--- src/rtl/wdog_pkg.sv ---
package wdog_pkg;
  localparam int unsigned CW_W       = 32;
  localparam int unsigned B_DIV      = 10;
  localparam int unsigned B_OVR      = 9;
  localparam int unsigned B_TEST     = 8;
  localparam int unsigned B_RUN      = 7;
  localparam int unsigned B_IEN      = 6;
  localparam int unsigned B_IVAL     = 4;
  localparam int unsigned B_IFLAG    = 3;
  localparam int unsigned B_RFLAG    = 2;
  localparam int unsigned B_REN      = 1;
  localparam int unsigned B_RESTART  = 0;

  typedef struct packed {
    logic       div_sel;
    logic       dbg_ovr;
    logic       test_en;
    logic       run_en;
    logic       irq_en;
    logic [1:0] ival;
    logic       rst_en;
  } wdog_cfg_t;
endpackage

--- src/rtl/wdog_prescale.sv ---
module wdog_prescale #(
  parameter int unsigned PRE_W = 8
) (
  input  logic clk,
  input  logic rst_n,
  input  logic tick_i,
  output logic wrap_o
);
  logic [PRE_W-1:0] pre_q, pre_d;

  always_comb begin
    pre_d = pre_q;
    if (tick_i) pre_d = pre_q + 1'b1;
  end

  always_ff @(posedge clk or negedge rst_n) begin
    if (!rst_n) pre_q <= '0;
    else        pre_q <= pre_d;
  end

  assign wrap_o = tick_i & (&pre_q);

  // one divided step per full prescaler period, never two in a row
  a_r3_wrap_spacing: assert property (@(posedge clk) disable iff (!rst_n)
    wrap_o |=> !wrap_o);
endmodule

--- src/rtl/wdog_count.sv ---
module wdog_count #(
  parameter int unsigned CNT_W  = 26,
  parameter int unsigned HALF_W = 13
) (
  input  logic             clk,
  input  logic             rst_n,
  input  logic             step_i,
  input  logic             clear_i,
  input  logic             split_i,
  output logic [CNT_W-1:0] count_o,
  output logic             half_ovf_o
);
  localparam int unsigned HI_W = CNT_W - HALF_W;

  logic [CNT_W-1:0]  cnt_q, cnt_d;
  logic [HALF_W-1:0] lo;
  logic [HI_W-1:0]   hi;
  logic              carry;

  assign lo    = cnt_q[HALF_W-1:0];
  assign hi    = cnt_q[CNT_W-1:HALF_W];
  assign carry = &lo;

  always_comb begin
    cnt_d = cnt_q;
    if (clear_i) begin
      cnt_d = '0;
    end else if (step_i) begin
      cnt_d[HALF_W-1:0]     = lo + 1'b1;
      cnt_d[CNT_W-1:HALF_W] = hi + HI_W'(split_i | carry);
    end
  end

  always_ff @(posedge clk or negedge rst_n) begin
    if (!rst_n) cnt_q <= '0;
    else        cnt_q <= cnt_d;
  end

  assign count_o    = cnt_q;
  assign half_ovf_o = step_i & ~clear_i & split_i & ((&lo) | (&hi));

  // a clear request leaves the counter at zero
  a_r7_clear_zero: assert property (@(posedge clk) disable iff (!rst_n)
    clear_i |=> (count_o == '0));
  // no step, no change
  a_r5_idle_stable: assert property (@(posedge clk) disable iff (!rst_n)
    (!step_i && !clear_i) |=> $stable(count_o));
endmodule

--- src/rtl/wdog_timer.sv ---
module wdog_timer
  import wdog_pkg::*;
#(
  parameter int unsigned CNT_W   = 26,
  parameter int unsigned HALF_W  = 13,
  parameter int unsigned PRE_W   = 8,
  parameter int unsigned TAP0    = 13,
  parameter int unsigned TAP1    = 16,
  parameter int unsigned TAP2    = 19,
  parameter int unsigned TAP3    = 25,
  parameter int unsigned RST_DLY = 1024
) (
  input  logic        clk,
  input  logic        rst_n,
  input  logic        tick_i,
  input  logic        dbg_ack_i,
  input  logic        wr_en_i,
  input  logic [31:0] wr_data_i,
  output logic [31:0] rd_data_o,
  output logic        irq_o,
  output logic        rst_req_o
);
  localparam int unsigned DLY_W = $clog2(RST_DLY + 1);
  localparam logic [CNT_W-1:0] MASK0 = CNT_W'((64'd1 << TAP0) - 64'd1);
  localparam logic [CNT_W-1:0] MASK1 = CNT_W'((64'd1 << TAP1) - 64'd1);
  localparam logic [CNT_W-1:0] MASK2 = CNT_W'((64'd1 << TAP2) - 64'd1);
  localparam logic [CNT_W-1:0] MASK3 = CNT_W'((64'd1 << TAP3) - 64'd1);
  localparam logic [DLY_W-1:0] DLY_LAST = DLY_W'(RST_DLY - 1);

  // reset: asserted asynchronously, released on the clock
  logic [1:0] rsync_q;
  logic       srst_n;
  always_ff @(posedge clk or negedge rst_n) begin
    if (!rst_n) rsync_q <= 2'b00;
    else        rsync_q <= {rsync_q[0], 1'b1};
  end
  assign srst_n = rsync_q[1];

  wdog_cfg_t        cfg_q, cfg_d;
  logic             iflag_q, iflag_d;
  logic             rflag_q, rflag_d;
  logic             rreq_q, rreq_d;
  logic             armed_q, armed_d;
  logic [DLY_W-1:0] dly_q, dly_d;

  logic             pre_wrap, hold, step, kick, clr, dly_tick;
  logic             tap_hit, half_ovf, timeout, fire;
  logic [CNT_W-1:0] count, mask;

  wdog_prescale #(.PRE_W(PRE_W)) u_pre (
    .clk    (clk),
    .rst_n  (srst_n),
    .tick_i (tick_i),
    .wrap_o (pre_wrap)
  );

  assign hold     = dbg_ack_i & ~cfg_q.dbg_ovr;
  assign step     = cfg_q.run_en & tick_i & ~hold
                  & (cfg_q.test_en | ~cfg_q.div_sel | pre_wrap);
  assign kick     = wr_en_i & wr_data_i[B_RESTART];
  assign clr      = ~cfg_q.run_en | kick;
  assign dly_tick = cfg_q.run_en & tick_i & ~hold;

  wdog_count #(.CNT_W(CNT_W), .HALF_W(HALF_W)) u_cnt (
    .clk        (clk),
    .rst_n      (srst_n),
    .step_i     (step),
    .clear_i    (clr),
    .split_i    (cfg_q.test_en),
    .count_o    (count),
    .half_ovf_o (half_ovf)
  );

  always_comb begin
    unique case (cfg_q.ival)
      2'd0:    mask = MASK0;
      2'd1:    mask = MASK1;
      2'd2:    mask = MASK2;
      default: mask = MASK3;
    endcase
  end

  assign tap_hit = step & ~clr & ~cfg_q.test_en & ((count & mask) == mask);
  assign timeout = tap_hit | half_ovf;

  always_comb begin
    cfg_d   = cfg_q;
    iflag_d = iflag_q;
    rflag_d = rflag_q;
    armed_d = armed_q;
    dly_d   = dly_q;
    fire    = 1'b0;
    if (wr_en_i) begin
      cfg_d.div_sel = wr_data_i[B_DIV];
      cfg_d.dbg_ovr = wr_data_i[B_OVR];
      cfg_d.test_en = wr_data_i[B_TEST];
      cfg_d.run_en  = wr_data_i[B_RUN];
      cfg_d.irq_en  = wr_data_i[B_IEN];
      cfg_d.ival    = wr_data_i[B_IVAL+1:B_IVAL];
      cfg_d.rst_en  = wr_data_i[B_REN];
      if (wr_data_i[B_IFLAG]) iflag_d = 1'b0;
      if (wr_data_i[B_RFLAG]) rflag_d = 1'b0;
    end
    if (clr) begin
      armed_d = 1'b0;
      dly_d   = '0;
    end else if (timeout) begin
      armed_d = 1'b1;
      dly_d   = '0;
    end else if (armed_q && dly_tick) begin
      if (dly_q == DLY_LAST) begin
        armed_d = 1'b0;
        fire    = cfg_q.rst_en & iflag_q;
      end else begin
        dly_d = dly_q + 1'b1;
      end
    end
    if (timeout) iflag_d = 1'b1;
    if (fire)    rflag_d = 1'b1;
    rreq_d = fire;
  end

  always_ff @(posedge clk or negedge srst_n) begin
    if (!srst_n) begin
      cfg_q   <= '0;
      iflag_q <= 1'b0;
      rflag_q <= 1'b0;
      rreq_q  <= 1'b0;
      armed_q <= 1'b0;
      dly_q   <= '0;
    end else begin
      cfg_q   <= cfg_d;
      iflag_q <= iflag_d;
      rflag_q <= rflag_d;
      rreq_q  <= rreq_d;
      armed_q <= armed_d;
      dly_q   <= dly_d;
    end
  end

  assign rd_data_o = {21'b0, cfg_q.div_sel, cfg_q.dbg_ovr, cfg_q.test_en,
                      cfg_q.run_en, cfg_q.irq_en, cfg_q.ival, iflag_q,
                      rflag_q, cfg_q.rst_en, 1'b0};
  assign irq_o     = iflag_q & cfg_q.irq_en;
  assign rst_req_o = rreq_q;

  // reserved and restart positions never read as 1
  a_r1_reserved_zero: assert property (@(posedge clk) disable iff (!srst_n)
    (rd_data_o[31:11] == '0) && !rd_data_o[0]);
  // reset request lasts exactly one cycle
  a_r10_single_pulse: assert property (@(posedge clk) disable iff (!srst_n)
    rst_req_o |=> !rst_req_o);
  // the pulse and the reset flag arrive together
  a_r10_flag_with_pulse: assert property (@(posedge clk) disable iff (!srst_n)
    rst_req_o |-> rflag_q);
  // debug hold freezes the count
  a_r5_debug_freeze: assert property (@(posedge clk) disable iff (!srst_n)
    (hold && cfg_q.run_en && !kick) |=> $stable(count));
endmodule

--- config.mk ---
export PLATFORM = sky130hd
export DESIGN_NAME = wdog_timer
export DESIGN_NICKNAME = d
export VERILOG_FILES = /design/src/rtl/wdog_pkg.sv /design/src/rtl/wdog_prescale.sv /design/src/rtl/wdog_count.sv /design/src/rtl/wdog_timer.sv
export SDC_FILE = /design/constraint.sdc
export NUM_CORES = 1
export LEC_CHECK = 0
export BUFFER_PORTS_ARGS = -buffer_cell sky130_fd_sc_hd__buf_2
export CAP_MARGIN = 10
export CORE_MARGIN = 2
export CORE_UTILIZATION = 56
export CTS_BUF_LIST = sky130_fd_sc_hd__clkbuf_8
export CTS_CLUSTER_SIZE = 16
export DETAILED_ROUTE_END_ITERATION = 7
export MAX_ROUTING_LAYER = met4
export PLACE_DENSITY_LB_ADDON = 0.25
export SYNTH_ARGS = -nofsm -noshare
export SYNTH_HDL_FRONTEND = slang
export SYNTH_SLANG_ARGS = --single-unit
--- constraint.sdc ---
create_clock -name clk -period 2 [get_ports clk]
set_input_delay 0.4 -clock clk [delete_from_list [all_inputs] [get_ports clk]]
set_output_delay 0.4 -clock clk [all_outputs]
set_load 0.01 [all_outputs]
==> impl_metrics.py <==
metrics = {
    "sta": {
        "period_needed_ns": 2.123,
        "post-route-period-util_pct": 106.1,
        "hold_viol_final": 0,
        "grt_setup_unrepaired": "yes",
        "setup_viol": 5,
        "drv_slew": 0,
        "max_freq_mhz": 471.1,
        "setup_ws_ns": -0.1227,
        "worstMarginPinSlew_ns": 0.5510,
        "clock_skew_ns": 0.008409,
        "maxSlewHeadroom_pct": 63.26,
    },
    "synth": {
        "ys.flop_type": "dfrtp_1",
        "yosysSeqAreaShare_pct": 46.96,
        "synth.cell_area_sq_um": 3144,
        "synth_cells": 319,
        "synth_top_area_share_pct": 46.96,
        "synth_edf_count": 0,
        "synth_largest_area_cell": "dfrtp_1",
        "yosysWarnings": 0,
        "synth.most_common_cell": "dfrtp_1",
        "synth_cell_types": 41,
        "syn_area_per_cell_sq_um": 9.857,
        "ys_ff_latch": 59,
        "yosys-top-cells-count": "dfrtp_1, nor2_1, nand2_1",
        "synth_area_leaders": "dfrtp_1, xnor2_1, buf_4",
        "async_flop_share_pct": 100.0,
    },
    "floorplan": {
        "pin_count": 71,
        "coreArea_sq_um": 5473,
        "fp.dieW_microns": 78.93,
        "dieHeight_microns": 78.93,
        "dieArea_sq_um": 6230,
        "rows": 27,
        "initial_utilization_pct": 57.45,
    },
    "cells_and_area": {
        "final_cell_area_sq_um": 3913,
        "fin_cells": 460,
        "area_growth_pct": 24.43,
        "drive_gt1_share_pct": 30.41,
        "antenna_cells": 0,
        "finalNetCount": 425,
    },
    "worst_hold_path": {
        "hold_path_class": "flip-flop to async pin",
    },
    "critical_path": {
        "worstSetupStartpointType": "flip-flop",
        "worst-setup-path-type": "flip-flop to flip-flop",
        "critPathCaptureType": "flip-flop",
        "path_max_fanout": 6,
        "required_ns": 2.26,
        "cp_data_arrival_time_ns": 2.39,
    },
    "place": {
        "dp_hpwl_microns": 4565,
        "io_buffers": 27,
        "placed_area_sq_um": 3463,
        "globalplace.congestion": 0.9051,
        "dp_cells": 436,
    },
    "global_route": {
        "grt_pass1_vias": 2416,
        "grt_max_degree": 26,
        "track_usage_pct": 24.25,
        "grt_overflow": 0,
        "antenna_found_initial": 0,
        "grt_pass1_wl_microns": 11490,
    },
    "clock_tree": {
        "cts_tree": "done",
        "htree_levels": 3,
        "clkSinkCount": 59,
        "cts_buffers": 9,
        "clock_latency_ns": 0.34,
        "clk_path_buf_depth": 2,
        "cts_root_buffer": "clkbuf_8",
        "path_clk_slew_ns": 0.07,
    },
    "power": {
        "p_per_area_nw_per_um2": 782.2,
        "power_mw": 3.060,
        "ir_drop_uv": 577.4,
        "p_leak_nw": 1.652,
    },
    "detailed_routing": {
        "route.vias.total": 2496,
        "first_pass_iters": 5,
        "ant_nets": 0,
        "drc": 0,
        "routed_wl_microns": 6710,
        "drt_iter0_drc": 188,
        "vias_per_cell": 5.426,
        "wl_per_cell_microns": 14.59,
    },
    "status": {
        "run_status": "complete, but fails checks",
        "violations": "setup timing",
    },
    "flow_run": {
        "cap_viol_max_count": 0,
    },
}
-- flip-flops by register name (all words and copies together) (netlist names) --
name / flops
rst_req_o: 1
rflag_q: 1
rsync_q: 2
iflag_q: 1
dly_q: 11
u_pre.pre_q: 8
armed_q: 1
rd_data_o: 8
u_cnt.count_o: 26
-- routing by layer --
metal / up-vias / wire, microns / track usage, %
li1: 1198 / - / -
met1: 1186 / 3091 / 32.65
met2: 92 / 3169 / 37.35
met3: 20 / 274 / 3.295
met4: 0 / 175 / 10.52
met5: - / 0 / -
-- report_power, final --
| group | switching [mW] | internal, mW |
|---|---|---|
| Clock | 0.485 | 0.825 |
| Sequential | 0.111 | 1.28 |
| Combinational | 0.197 | 0.159 |
| Total | 0.794 | 2.27 |
-- metrics by stage --
step,util [%],setup WS [ns],hold WS (ns),setup TNS (ns)
CTS,69.82,-0.06872,0.2787,-0.2720
global placement,63.28,-0.1308,0.1848,-0.8315
finish,71.49,-0.1227,0.2596,-0.4059
global route,71.49,-0.2607,0.2836,-1.717
detailed placement,63.28,-0.1611,0.1857,-1.120
floorplan,-,0.0003206,0.1044,0
-- logic make-up after synthesis --
family,count (synthesis),share of synthesized area (%)
muxes,11,3.860
and+or+nand+nor,146,24.99
AOI/OAI and AO/OA,27,5.292
adders and majority gates,5,1.990
xor gates and xnor gates,31,8.635
other,2,0.2388
DFF,59,46.96
buffers and inverters,38,8.038
-- layout by cell type (no fill, tap or decap), types with 4 or more instances in the layout --
| cell | netlist | routed |
|---|---|---|
| o21ai_0 | 8 | 7 |
| clkbuf_8 | 0 | 9 |
| nand2_1 | 32 | 32 |
| nand4_1 | 15 | 15 |
| or4_1 | 4 | 4 |
| nand3_1 | 14 | 12 |
| or3_1 | 6 | 5 |
| mux2_2 | 9 | 9 |
| inv_1 | 4 | 4 |
| xor2_1 | 6 | 6 |
| a21oi_1 | 11 | 9 |
| nor4_4 | 0 | 5 |
| nor3_1 | 7 | 5 |
| nor4_1 | 11 | 8 |
| dfrtp_1 | 59 | 58 |
| buf_2 | 0 | 27 |
| nor2_1 | 35 | 34 |
| conb_1 | 2 | 23 |
| buf_4 | 27 | 36 |
| xnor2_1 | 25 | 25 |
-- critical path, cell delays in order, from the launching register on --
cell and delay, ns:
dfrtp_1 0.35, nand4_1 0.20, nor4_4 0.37, or2_4 0.19
ha_4 0.14, ha_4 0.15, nand4_4 0.12, or3_4 0.38
a21oi_2 0.15
-- layout make-up --
cell class	instances	area, sq um
clock buffers	9	123.9
well taps	72	90.09
flip-flops and latches	59	1478
multi-input cells	243	1652
fillers	427	1560
repair buffers	66	437.9
clock inverters	7	116.4
inverters	4	15.01
-- path summary, 6_finish.rpt --
kind | end | slack [ns] | startpoint | cells after the start
worst max-delay path | u_cnt.count_o[25] | -0.12 | u_cnt.count_o[5] | 8
worst min-delay path | u_cnt.count_o[13] | 0.26 | rsync_q[1] | 0
worst max register to register | u_cnt.count_o[25] | -0.12 | u_cnt.count_o[5] | 8
worst min register to register | u_cnt.count_o[13] | 0.26 | rsync_q[1] | 0
max in group asynchronous | armed_q | 1.13 | rsync_q[1] | 1
min in group clk | rd_data_o[1] | 0.29 | wr_data_i[1] | 2
-- repair_timing --
item | in CTS | in global routing
setup endpoints to repair | 10 | 31
setup buffers | 2 | 5
pin swaps | 7 | 7
resized for setup | 16 | 10
hold buffers | 1 | 0
hold endpoints to repair | 2 | 0
Power figures use the tool's default switching activity.
